### src/rtl/pport_pkg.sv
package pport_pkg;

    localparam int DATA_W   = 8;
    localparam int OFS_DATA = 0;
    localparam int OFS_STAT = 1;
    localparam int PIN_N    = 5;
    localparam int TMO_DIV  = 100000;   // 1 s / 10 us

    typedef struct packed {
        logic busy;
        logic ack_n;
        logic paper_end;
        logic online;
        logic err_n;
    } pin_in_t;

    typedef struct packed {
        logic       busy_n;
        logic       ack_n;
        logic       paper_end;
        logic       online;
        logic       err_n;
        logic [1:0] zero;
        logic       tmo;
    } stat_word_t;

    typedef enum logic [0:0] {
        TMO_IDLE = 1'b0,
        TMO_RUN  = 1'b1
    } tmo_state_e;

    function automatic int tmo_cycles(input int clk_hz);
        int c;
        c = clk_hz / TMO_DIV;
        return (c < 2) ? 2 : c;
    endfunction

    function automatic stat_word_t build_stat(input pin_in_t p, input logic tmo);
        stat_word_t s;
        s.busy_n    = ~p.busy;
        s.ack_n     = p.ack_n;
        s.paper_end = p.paper_end;
        s.online    = p.online;
        s.err_n     = p.err_n;
        s.zero      = 2'b00;
        s.tmo       = tmo;
        return s;
    endfunction

endpackage

### src/rtl/pport_sync.sv
module pport_sync #(
    parameter int W      = 5,
    parameter int STAGES = 2
) (
    input  logic         clk,
    input  logic         rst,
    input  logic [W-1:0] din,
    output logic [W-1:0] dout
);
    logic [W-1:0] stage_q [STAGES];

    generate
        for (genvar i = 0; i < STAGES; i++) begin : g_stage
            always_ff @(posedge clk) begin
                if (rst) begin
                    stage_q[i] <= '0;
                end else if (i == 0) begin
                    stage_q[i] <= din;
                end else begin
                    stage_q[i] <= stage_q[(i == 0) ? 0 : i-1];
                end
            end
        end
    endgenerate

    assign dout = stage_q[STAGES-1];
endmodule

### src/rtl/pport_tmo.sv
module pport_tmo
    import pport_pkg::*;
#(
    parameter int LIMIT = 1000
) (
    input  logic clk,
    input  logic rst,
    input  logic en,
    input  logic start,
    input  logic ready,
    input  logic clr,
    output logic flag,
    output logic expire
);
    localparam int CNT_W = $clog2(LIMIT + 1);
    localparam logic [CNT_W-1:0] LAST = CNT_W'(LIMIT - 1);

    tmo_state_e       state_q;
    logic [CNT_W-1:0] cnt_q;

    // expiry is judged before any restart in the same clock
    assign expire = en && (state_q == TMO_RUN) && !ready && (cnt_q == LAST);

    always_ff @(posedge clk) begin
        if (rst) begin
            state_q <= TMO_IDLE;
            cnt_q   <= '0;
        end else if (start && en) begin
            state_q <= TMO_RUN;
            cnt_q   <= '0;
        end else if (state_q == TMO_RUN) begin
            if (!en || ready || cnt_q == LAST) begin
                state_q <= TMO_IDLE;
                cnt_q   <= '0;
            end else begin
                cnt_q <= cnt_q + 1'b1;
            end
        end
    end

    // setting beats clearing so that no expiry is lost
    always_ff @(posedge clk) begin
        if (rst) begin
            flag <= 1'b0;
        end else if (expire) begin
            flag <= 1'b1;
        end else if (clr) begin
            flag <= 1'b0;
        end
    end
endmodule

### src/rtl/pport_stat.sv
module pport_stat
    import pport_pkg::*;
(
    input  logic       clk,
    input  logic       rst,
    input  logic       rd,
    input  logic       sel_stat,
    input  stat_word_t live,
    output stat_word_t shown,
    output logic       rd_end
);
    logic       rd_q;
    logic       was_stat_q;
    stat_word_t snap_q;
    logic       rd_begin;

    assign rd_begin = rd && !rd_q;
    assign shown    = rd_begin ? live : snap_q;
    assign rd_end   = rd_q && !rd && was_stat_q;

    always_ff @(posedge clk) begin
        if (rst) begin
            rd_q       <= 1'b0;
            was_stat_q <= 1'b0;
            snap_q     <= '0;
        end else begin
            rd_q <= rd;
            if (rd_begin) begin
                was_stat_q <= sel_stat;
                if (sel_stat) begin
                    snap_q <= live;
                end
            end else if (!rd) begin
                was_stat_q <= 1'b0;
            end
        end
    end
endmodule

### src/rtl/pport_regs.sv
module pport_regs
    import pport_pkg::*;
#(
    parameter int CLK_HZ = 100_000_000,
    parameter int ADDR_W = 3
) (
    input  logic              clk,
    input  logic              rst,
    input  logic [ADDR_W-1:0] bus_addr,
    input  logic              bus_rd,
    input  logic              bus_wr,
    input  logic [DATA_W-1:0] bus_wdata,
    output logic [DATA_W-1:0] bus_rdata,
    input  logic              mode_epp,
    input  logic              tmo_clr_sel,
    input  logic              epp_start,
    input  logic              epp_ready,
    output logic [DATA_W-1:0] pd_out,
    input  logic [DATA_W-1:0] pd_in,
    input  logic              n_error,
    input  logic              slct,
    input  logic              paper_end,
    input  logic              n_ack,
    input  logic              busy
);
    localparam int LIMIT = tmo_cycles(CLK_HZ);
    localparam logic [ADDR_W-1:0] A_DATA = ADDR_W'(OFS_DATA);
    localparam logic [ADDR_W-1:0] A_STAT = ADDR_W'(OFS_STAT);

    logic [DATA_W-1:0] data_q;
    pin_in_t           pins_raw;
    pin_in_t           pins_sync;
    stat_word_t        stat_live;
    stat_word_t        stat_shown;
    logic              stat_rd_end;
    logic              tmo_flag;
    logic              tmo_expire;
    logic              tmo_clr;
    logic              hit_data;
    logic              hit_stat;

    assign hit_data = (bus_addr == A_DATA);
    assign hit_stat = (bus_addr == A_STAT);

    always_ff @(posedge clk) begin
        if (rst) begin
            data_q <= '0;
        end else if (bus_wr && hit_data) begin
            data_q <= bus_wdata;
        end
    end
    assign pd_out = data_q;

    assign pins_raw = '{busy: busy, ack_n: n_ack, paper_end: paper_end,
                        online: slct, err_n: n_error};

    pport_sync #(.W(PIN_N), .STAGES(2)) u_sync (
        .clk  (clk),
        .rst  (rst),
        .din  (pins_raw),
        .dout (pins_sync)
    );

    assign stat_live = build_stat(pins_sync, tmo_flag);

    pport_stat u_stat (
        .clk      (clk),
        .rst      (rst),
        .rd       (bus_rd),
        .sel_stat (hit_stat),
        .live     (stat_live),
        .shown    (stat_shown),
        .rd_end   (stat_rd_end)
    );

    always_comb begin
        if (tmo_clr_sel) begin
            tmo_clr = stat_rd_end;
        end else begin
            tmo_clr = bus_wr && hit_stat && bus_wdata[0];
        end
    end

    pport_tmo #(.LIMIT(LIMIT)) u_tmo (
        .clk    (clk),
        .rst    (rst),
        .en     (mode_epp),
        .start  (epp_start),
        .ready  (epp_ready),
        .clr    (tmo_clr),
        .flag   (tmo_flag),
        .expire (tmo_expire)
    );

    always_comb begin
        bus_rdata = '0;
        if (bus_rd) begin
            if (hit_data) begin
                bus_rdata = mode_epp ? data_q : pd_in;
            end else if (hit_stat) begin
                bus_rdata = stat_shown;
            end
        end
    end
endmodule

### config.mk
export PLATFORM = sky130hd
export DESIGN_NAME = pport_regs
export DESIGN_NICKNAME = d
export VERILOG_FILES = /design/src/rtl/pport_pkg.sv /design/src/rtl/pport_sync.sv /design/src/rtl/pport_tmo.sv /design/src/rtl/pport_stat.sv /design/src/rtl/pport_regs.sv
export SDC_FILE = /design/constraint.sdc
export NUM_CORES = 1
export LEC_CHECK = 0
export BUFFER_PORTS_ARGS = -buffer_cell sky130_fd_sc_hd__buf_2
export CAP_MARGIN = 20
export CORE_ASPECT_RATIO = 0.6
export CORE_MARGIN = 2
export CORE_UTILIZATION = 53
export CTS_BUF_LIST = sky130_fd_sc_hd__clkbuf_8
export DETAILED_ROUTE_END_ITERATION = 12
export GPL_ROUTABILITY_DRIVEN = 0
export GPL_TIMING_DRIVEN = 0
export PLACE_DENSITY_LB_ADDON = 0.15
export SLEW_MARGIN = 10
export SYNTH_ARGS = -nofsm -noshare
export SYNTH_HDL_FRONTEND = slang
export SYNTH_SLANG_ARGS = --single-unit
export TNS_END_PERCENT = 5
### constraint.sdc
create_clock -name clk -period 2.1 [get_ports clk]
set_input_delay 0.21 -clock clk [delete_from_list [all_inputs] [get_ports clk]]
set_output_delay 0.21 -clock clk [all_outputs]
set_load 0.02 [all_outputs]
# After elaboration in Yosys (flattened, before gate mapping)
# Memories as Yosys holds them, arrays and structs flattened.
# Cells that the tools add are included.
word_totals:
  regBits: 28
  ramBits: 10
  output_inout_bits: 16
  word_cells: 59
  n_memories: 1
mem_list:
  columns: ["memory", "words", "width", "rd", "rd_ports_with_merged_regs", "wr", "line_no", "source"]
  rows:
  - ["u_sync.stage_q", 2, 5, 2, 0, 2, "pport_sync.sv:10", "logic [W-1:0] stage_q [STAGES];"]
classes:
  n_addsub: 1
  n_eq_ne: 3
  n_mux: 19
  bitwise: 3
  n_reduce_logical: 20
op_table:
  columns: ["op", "n"]
  rows:
  - ["$mux W8", 5]
  - ["$mux W1", 11]
  - ["$add A10 B1 Y10 const B", 1]
  - ["$eq A10 B10 Y1 const B", 1]
  - ["$logic_and A1 B1 Y1", 10]
  - ["$mux W10", 1]
  - ["$mux W5", 2]
  - ["$logic_not A1 Y1", 4]
  - ["$eq A3 B1 Y1 const B", 1]
  - ["$logic_not A3 Y1", 1]
  - ["$logic_or A1 B1 Y1", 2]
  - ["$ne A2 B1 Y1 const B", 1]
  - ["$or A1 B1 Y1", 2]
  - ["$reduce_and A2 Y1", 1]
  - ["$reduce_bool A2 Y1", 1]
  - ["$reduce_or A2 Y1", 1]
  - ["$not A1 Y1", 1]

# Depth between registers and ports, before layout
# Gate-level depths: netlist (run 1).
depth:
  depth_word: 6
  depth_mapped: 6
  depth_no_buf: 5

# Hierarchy
# From an unflattened synthesis (run 1), not the netlist that was laid out.
unflattened:
  cells_unflattened: 210
  area_unflattened_um2: 2040.7
by_module_without_submodules:
  columns: ["mod", "n_inst", "cells_each", "area_each_um2", "seq_area_each_um2"]
  rows:
  - ["pport_tmo", 1, 74, 663.1, 240.2]
  - ["pport_regs", 1, 64, 583.1, 160.2]
  - ["pport_stat", 1, 52, 531.8, 200.2]
  - ["pport_sync", 1, 20, 262.8, 200.2]

# Worst setup path after synthesis (run 1)
# No wires, ideal clock.
synth_path:
  path_type: "in2reg"
  from: "input bus_addr[1]"
  to: "register u_stat.snap_q[7] (netlist bit)"
  arrival_time_ns: 1.550
  required_time_ns: 2.033
  setup_slack_ns: 0.483
  stages: 6
  n_path_buf: 2
  cell_sequence: "or3b_1 buf_6 or3b_4 buf_6 or2_0 a21oi_2"
synth_via:
  elab_chain_len: 2
synth_rtl:
  columns: ["item", "line_no", "source"]
  rows:
  - ["start, declared", "pport_regs.sv:9", "input logic [ADDR_W-1:0] bus_addr,"]
  - ["$eq A3 B1 Y1", "pport_regs.sv:43", "assign hit_stat = (bus_addr == A_STAT);"]
  - ["$reduce_and A2 Y1 (no line)", null, null]
  - ["end signal, assigned", "pport_stat.sv:31", "snap_q <= live;"]
  - ["end, declared", "pport_stat.sv:14", "stat_word_t snap_q;"]
# No other way between the ends.
# A chain may end at the register's enable or synchronous reset.

# Worst setup path in the final report (run 1)
layout_path:
  from: "register u_tmo.cnt_q[0]"
  to: "register u_tmo.cnt_q[9]"
layout_via:
  elab_chain_len: 3
  elab_cells_between_ends: 4
  cone_classes: "add/sub: 1; eq/ne: 1; mux: 1; reduce/logical: 1"
layout_rtl:
  columns: ["item", "line_no", "source"]
  rows:
  - ["start, declared", "pport_tmo.sv:19", "logic [CNT_W-1:0] cnt_q;"]
  - ["start signal, assigned", "pport_tmo.sv:36", "cnt_q <= cnt_q + 1'b1;"]
  - ["branches (longest 2 deep; another with $add A10 B1 Y10)", null, null]
  - ["$mux W10 (*)", "pport_tmo.sv:32", "if (!en || ready || cnt_q == LAST) begin"]
# Every way passes the cells marked *.

==> run_results.csv, run 1 <==
group,metric,value,unit
timing,relSlewSlack,67.2,%
logic_synthesis,syn_area_per_cell,8.83,µm²
logic_synthesis,synth_cell_type_count,40,
worst_setup_path,critPathKind,"flip-flop to flip-flop",
finish,final_cell_area,0.00216,mm²
logic_synthesis,synth-main-ff-cell,"dfxtp_1",
logic_synthesis,synthesis.nets,229,
worst_setup_path,path_cells,"ha_1 -> nand4_1 -> o31ai_1 -> clkbuf_1 -> o311ai_0 -> o21a_1",
finish,regArea,761,µm²
power,clock_power_share,46.3,%
finish,multi_input_area,901,µm²
placed_design,placed_cell_area,0.00202,mm²
logic_synthesis,synth_edf_count,0,
clock_network,htree_num_levels,2,
global_routing,use_met1,32.1,%
drt,ant_nets,0,
worst_setup_path,critical_path_buf_inv_count,1,
worst_setup_path,critPathLaunchType,"flip-flop",
drt,drt-initial-drc-count,132,
global_routing,grt_util_met3,9.26,%
logic_synthesis,netlist_area,0.00173,mm²
worst_setup_path,cp.required,2.29,ns
drt,drc,0,
logic_synthesis,ys_async_sr_fraction,0,%
worst_setup_path,cpPeakStageDelay,0.38,ns
drt,viasPerCell,5.31,
power,p_comb_share,8.0,%
placed_design,place_hpwl,2.94,mm
clock_network,path_clk_slew,0.07,ns
global_routing,grt_pass1_vias,1209,
timing,finalCriticalPeriod,1.93,ns
die,num_io_pins,48,
timing,setup_viol,0,
power,ir_drop,0.480,mV
global_routing,use_met2,28.3,%
logic_synthesis,ys_seq_area_share,44.0,%
clock_network,cts_tree,"yes",
finish,area_growth,24.9,%
clock_network,postCtsSetupRepairBufs,0,
power,cellPowerDensity,754,mW/mm²
die,die_h,48.3,µm
timing,worstMarginPinSlew,0.493,ns
drt,routed_wl,3.94,mm
logic_synthesis,ys_seq_elements,38,
clock_network,cts_buffers,5,
outcome,outcome,"finished clean",
worst_setup_path,cp_max_fo,10,
global_routing,grt.busiest_layer,"met1",
drt,wl_per_cell,13.3,µm
power,p_sw_share,20.1,%
hold_path,hold_path.class,"input port to flip-flop",
drt,num_vias,1565,
power,leakage,0.908,nW
placed_design,port_buffers,46,
worst_setup_path,crit_arrival,2.12,ns
finish,fin_cells,295,
placed_design,place_inst,287,
timing,timing.final.max_slew_violations,0,
die,die_w,77.8,µm
timing,max_freq,518,MHz
logic_synthesis,postSynthCellCount,196,
die,initial_core_util,54.4,%
worst_setup_path,worst_path_max_delay_cell,"clkbuf_1",
global_routing,grt_start_max_net_pins,13,
power,p_sw,0.000327,W
clock_network,post_cts_resized,0,
run,drv_cap,0,
power,p_int,0.00130,W
global_routing,grt_pass1_wl,5.87,mm
die,dieArea,0.00375,mm²
clock_network,cts_sinks,38,
power,seqPwrFrac,45.7,%
global_routing,antenna_found_initial,0,
clock_network,clock_path_buffers,2,
logic_synthesis,synth_top_area_share,44.0,%
logic_synthesis,synthTopCellsByArea,"dfxtp_1 44%, mux2i_1 10%, nand2_1 5.9%",
drt,drtPass1Iterations,7,
global_routing,grt.total_usage,21.9,%
die,core-area,0.00318,mm²
timing,rsz0062_at_grt,"true",
clock_network,root_buffer,"clkbuf_8",
clock_network,cts-hold-fix-buffers,0,
logic_synthesis,yosysWarningCount,0,
timing,period_share,91.9,%
clock_network,clk_latency,0.29,ns
finish,fill_cells,268,
finish,nets,282,
worst_setup_path,end_kind,"flip-flop",
timing,hold_viol,0,
logic_synthesis,ys_top_cells_by_count,"38 x dfxtp_1, 27 x nand2_1, 18 x mux2i_1",
global_routing,grt_remaining_overflow,0,
finish,antennaDiodeCount,0,
timing,skew,0.00122,ns
finish,final_layout_size_suffix_gt1_share,25.2,%
logic_synthesis,synth_most_common_cell,"dfxtp_1",
finish,postLayoutCoreUtil,67.9,%
logic_synthesis,synth_top_area_cell,"dfxtp_1",
worst_setup_path,cpLargestDelayFamily,"compound AO/OA/AOI/OAI gates",
die,num_rows,16,
[cell families after synthesis]
logic type      count (synthesis)  share of synthesized area (%)
buf+inv                        14                           3.98
xor+xnor                        1                          0.506
flops                          38                           44.0
compound gates                 38                           14.2
mux                            19                           11.1
simple gates                   85                           25.5
fa+ha+maj                       1                          0.723
[final timing paths]
| path | startpoint | end | slack (ns) | cells past startpoint |
|---|---|---|---|---|
| min reg2reg | u_sync.stage_q[0][0]$_SDFF_PP0_ | u_sync.stage_q[1][0]$_SDFF_PP0_ | 0.44 | 1 |
| max reg2reg | u_tmo.cnt_q[0]$_SDFFE_PP0P_ | u_tmo.cnt_q[9]$_SDFFE_PP0P_ | 0.17 | 6 |
| max | u_tmo.cnt_q[0]$_SDFFE_PP0P_ | u_tmo.cnt_q[9]$_SDFFE_PP0P_ | 0.17 | 6 |
| min | n_error | u_sync.stage_q[0][0]$_SDFF_PP0_ | 0.12 | 2 |
[through the flow]
step | TNS [ns] | power (W) | setup slack (ns) | hold slack (ns)
2_1_floorplan | 0 | 0.000834 | 0.483 | 0.338
3_3_place_gp | 0 | 0.000886 | 0.245 | 0.417
3_5_place_dp | 0 | 0.000889 | 0.188 | 0.424
4_1_cts | 0 | 0.00164 | 0.0791 | 0.114
5_1_grt | -0.0519 | 0.00169 | -0.0273 | 0.129
6_report | 0 | 0.00163 | 0.169 | 0.122
[cells in the final DEF (no fill, tap or decap), drive strengths merged, types with 4 or more instances in the layout]
cell type / count
nor2: 15
dfxtp: 38
nor3: 4
mux2i: 18
nor2b: 11
o311ai: 4
a21oi: 14
nand2: 27
o22ai: 6
buf: 49
clkbuf: 14
and2: 8
[flip-flops by register name, summed over array words and instances, names as in the netlist]
register	flops
pd_out	8
u_stat.rd_q	1
u_stat.snap_q	6
u_stat.was_stat_q	1
u_sync.stage_q	10
u_tmo.cnt_q	10
u_tmo.flag	1
u_tmo.state_q	1
[layer usage]
layer / vias to the layer above / part of all wire, % / wire length, µm
met1: 709 / 50 / 1970
met4: 0 / 0.79 / 31
met2: 55 / 40 / 1590
met3: 5 / 8.7 / 342
li1: 796 / - / -
met5: - / 0 / 0
[area by class of cell]
class	count	area share, %
multi-input cells	144	41.7
repair buffers	46	10.7
plain buffers	11	2.72
clock buffers	6	3.82
well taps	45	2.61
inverters	3	0.521
flip-flops and latches	38	35.2
clock inverters	2	2.78
[power by group through the flow]
stage	registers [W]	clock network, W	logic (W)
2_1_floorplan	0.000762	0	0.0000720
3_3_place_gp	0.000760	0	0.000127
3_5_place_dp	0.000761	0	0.000128
4_1_cts	0.000744	0.000769	0.000130
5_1_grt	0.000746	0.000800	0.000144
6_report	0.000744	0.000754	0.000130
Power figures use the tool's default switching activity.
==> inputs of run 2 (changes only) <==
- CAP_MARGIN: 20 -> not set
- CORE_UTILIZATION: 53 -> 38
==> run_results.csv, run 2 (synthesis gave the netlist of run 1 again) <==
group,metric,value,unit
outcome,outcome,"finished clean",
worst_setup_path,cp_max_fo,10,
global_routing,grt_pass1_wl,6.37,mm
clock_network,cts_tree,"yes",
worst_setup_path,startpoint,"u_stat.rd_q$_SDFF_PP0_",
drt,drtPass1Iterations,4,
finish,fin_cells,310,
drt,num_vias,1514,
finish,final_cell_area,0.00214,mm²
drt,viasPerCell,4.88,
finish,final_cell_mix,"47 x buf_2, 38 x dfxtp_1, 27 x nand2_1",
clock_network,cts_sinks,38,
placed_design,port_buffers,46,
timing,max_freq,507,MHz
die,die_h,56.3,µm
timing,fin_ws,0.129,ns
finish,final_common_cell,"buf_2",
placed_design,place_hpwl,3.06,mm
global_routing,antenna_found_initial,0,
timing,rsz0062_at_grt,"false",
worst_setup_path,rrSetupSlack,0.22,ns
timing,skew,0.00512,ns
timing,tns,0,ns
clock_network,clk_latency,0.29,ns
finish,area_growth,23.9,%
timing,finalCriticalPeriod,1.97,ns
drt,routed_wl,4.01,mm
timing,timing.final.max_slew_violations,0,
finish,fill_cells,435,
global_routing,grt_pass1_vias,1311,
global_routing,grt_start_max_net_pins,13,
power,ir_drop,0.418,mV
run,drv_cap,0,
die,die_w,91.1,µm
global_routing,grt_util_met3,4.83,%
clock_network,cts-hold-fix-buffers,0,
clock_network,clock_path_buffers,2,
placed_design,placed_cell_area,0.00204,mm²
drt,wl_per_cell,12.9,µm
global_routing,grt.total_usage,15.7,%
clock_network,root_buffer,"clkbuf_8",
timing,worstMarginPinSlew,0.549,ns
finish,antennaDiodeCount,0,
timing,whs,0.133,ns
drt,drt-initial-drc-count,88,
placed_design,pre_cts_ws,0.235,ns
hold_path,hold_path.class,"input port to flip-flop",
worst_setup_path,r2r-start,"u_tmo.cnt_q[0]$_SDFFE_PP0P_",
worst_setup_path,end_kind,"primary output",
placed_design,place_inst,302,
timing,hold_viol,0,
global_routing,use_met2,20.2,%
worst_setup_path,r2r_end,"u_tmo.cnt_q[7]$_SDFFE_PP0P_",
worst_setup_path,crit_arrival,1.76,ns
clock_network,htree_num_levels,2,
drt,drc,0,
clock_network,cts_buffers,5,
worst_setup_path,cp.required,1.89,ns
die,num_io_pins,48,
die,num_rows,18,
worst_setup_path,reg2regPathDepth,6,
die,dieArea,0.00513,mm²
finish,nets,282,
die,initial_core_util,40.9,%
global_routing,grt.busiest_layer,"met1",
finish,final_layout_size_suffix_gt1_share,24.8,%
global_routing,grt_remaining_overflow,0,
power,leakage,0.891,nW
clock_network,post_cts_resized,0,
timing,period_share,93.8,%
drt,ant_nets,0,
timing,setup_viol,0,
timing,relSlewSlack,63.4,%
worst_setup_path,critPathLaunchType,"flip-flop",
clock_network,postCtsSetupRepairBufs,0,
global_routing,use_met1,24.9,%
die,core-area,0.00423,mm²
power,cellPowerDensity,689,mW/mm²
worst_setup_path,critPathCapture,"bus_rdata[4]",
worst_setup_path,critPathKind,"flip-flop to primary output",
clock_network,path_clk_slew,0.08,ns
-- run 2: cell types whose count changed in the layout (fill, tap and decap cells not counted) --
| cell | before | now |
|---|---|---|
| bufinv_16 | 2 | 1 |
| clkinv_2 | 0 | 2 |
| clkbuf_8 | 6 | 5 |
| clkbuf_1 | 7 | 8 |
| clkbuf_2 | 1 | 0 |
-- run 2: how the worst min path moves through the flow --
stage                                    start                         endpoint  cells past startpoint
6_report                                  slct  u_sync.stage_q[0][1]$_SDFF_PP0_                      2
3_5_place_dp                             n_ack  u_sync.stage_q[0][3]$_SDFF_PP0_                      2
4_1_cts                                  n_ack  u_sync.stage_q[0][3]$_SDFF_PP0_                      2
5_1_grt                              paper_end  u_sync.stage_q[0][2]$_SDFF_PP0_                      2
3_3_place_gp   u_sync.stage_q[0][4]$_SDFF_PP0_  u_sync.stage_q[1][4]$_SDFF_PP0_                      1
2_1_floorplan                          n_error  u_sync.stage_q[0][0]$_SDFF_PP0_                      1
-- run 2: final cells by class --
class                           instances  area, µm²  area share (%)
Multi-Input combinational cell        144        901            42.0
Timing Repair Buffer                   46        230            10.7
Clock inverter                          3       40.0            1.87
Buffer                                 11       57.6            2.68
Clock buffer                            5       68.8            3.21
Inverter                                3       11.3           0.525
Sequential cell                        38        761            35.5
Tap cell                               60       75.1            3.50
-- run 2: per-stage QoR --
stage          power (W)  utilization (%)
3_3_place_gp    0.000890             48.1
6_report         0.00148             50.7
5_1_grt          0.00154             50.7
4_1_cts          0.00149             50.7
3_5_place_dp    0.000890             48.1
2_1_floorplan   0.000834                -
-- run 2: power breakdown --
part           internal, W  total (W)  switching, W
logic            0.0000588   0.000130     0.0000712
registers         0.000736   0.000744    0.00000803
clock network     0.000349   0.000603      0.000254
-- run 2: per-layer routing --
metal	up-vias	part of all wire, %
li1	796	-
met2	36	36
met3	5	4.6
met4	0	0.57
met5	-	0
met1	677	59
-- run 2: worst max-delay path, cell delays in order (launching register included) --
cell	delay, ns
dfxtp_1	0.34
clkbuf_1	0.44
mux2i_1	0.28
o22ai_1	0.09
and2_1	0.16
buf_2	0.15
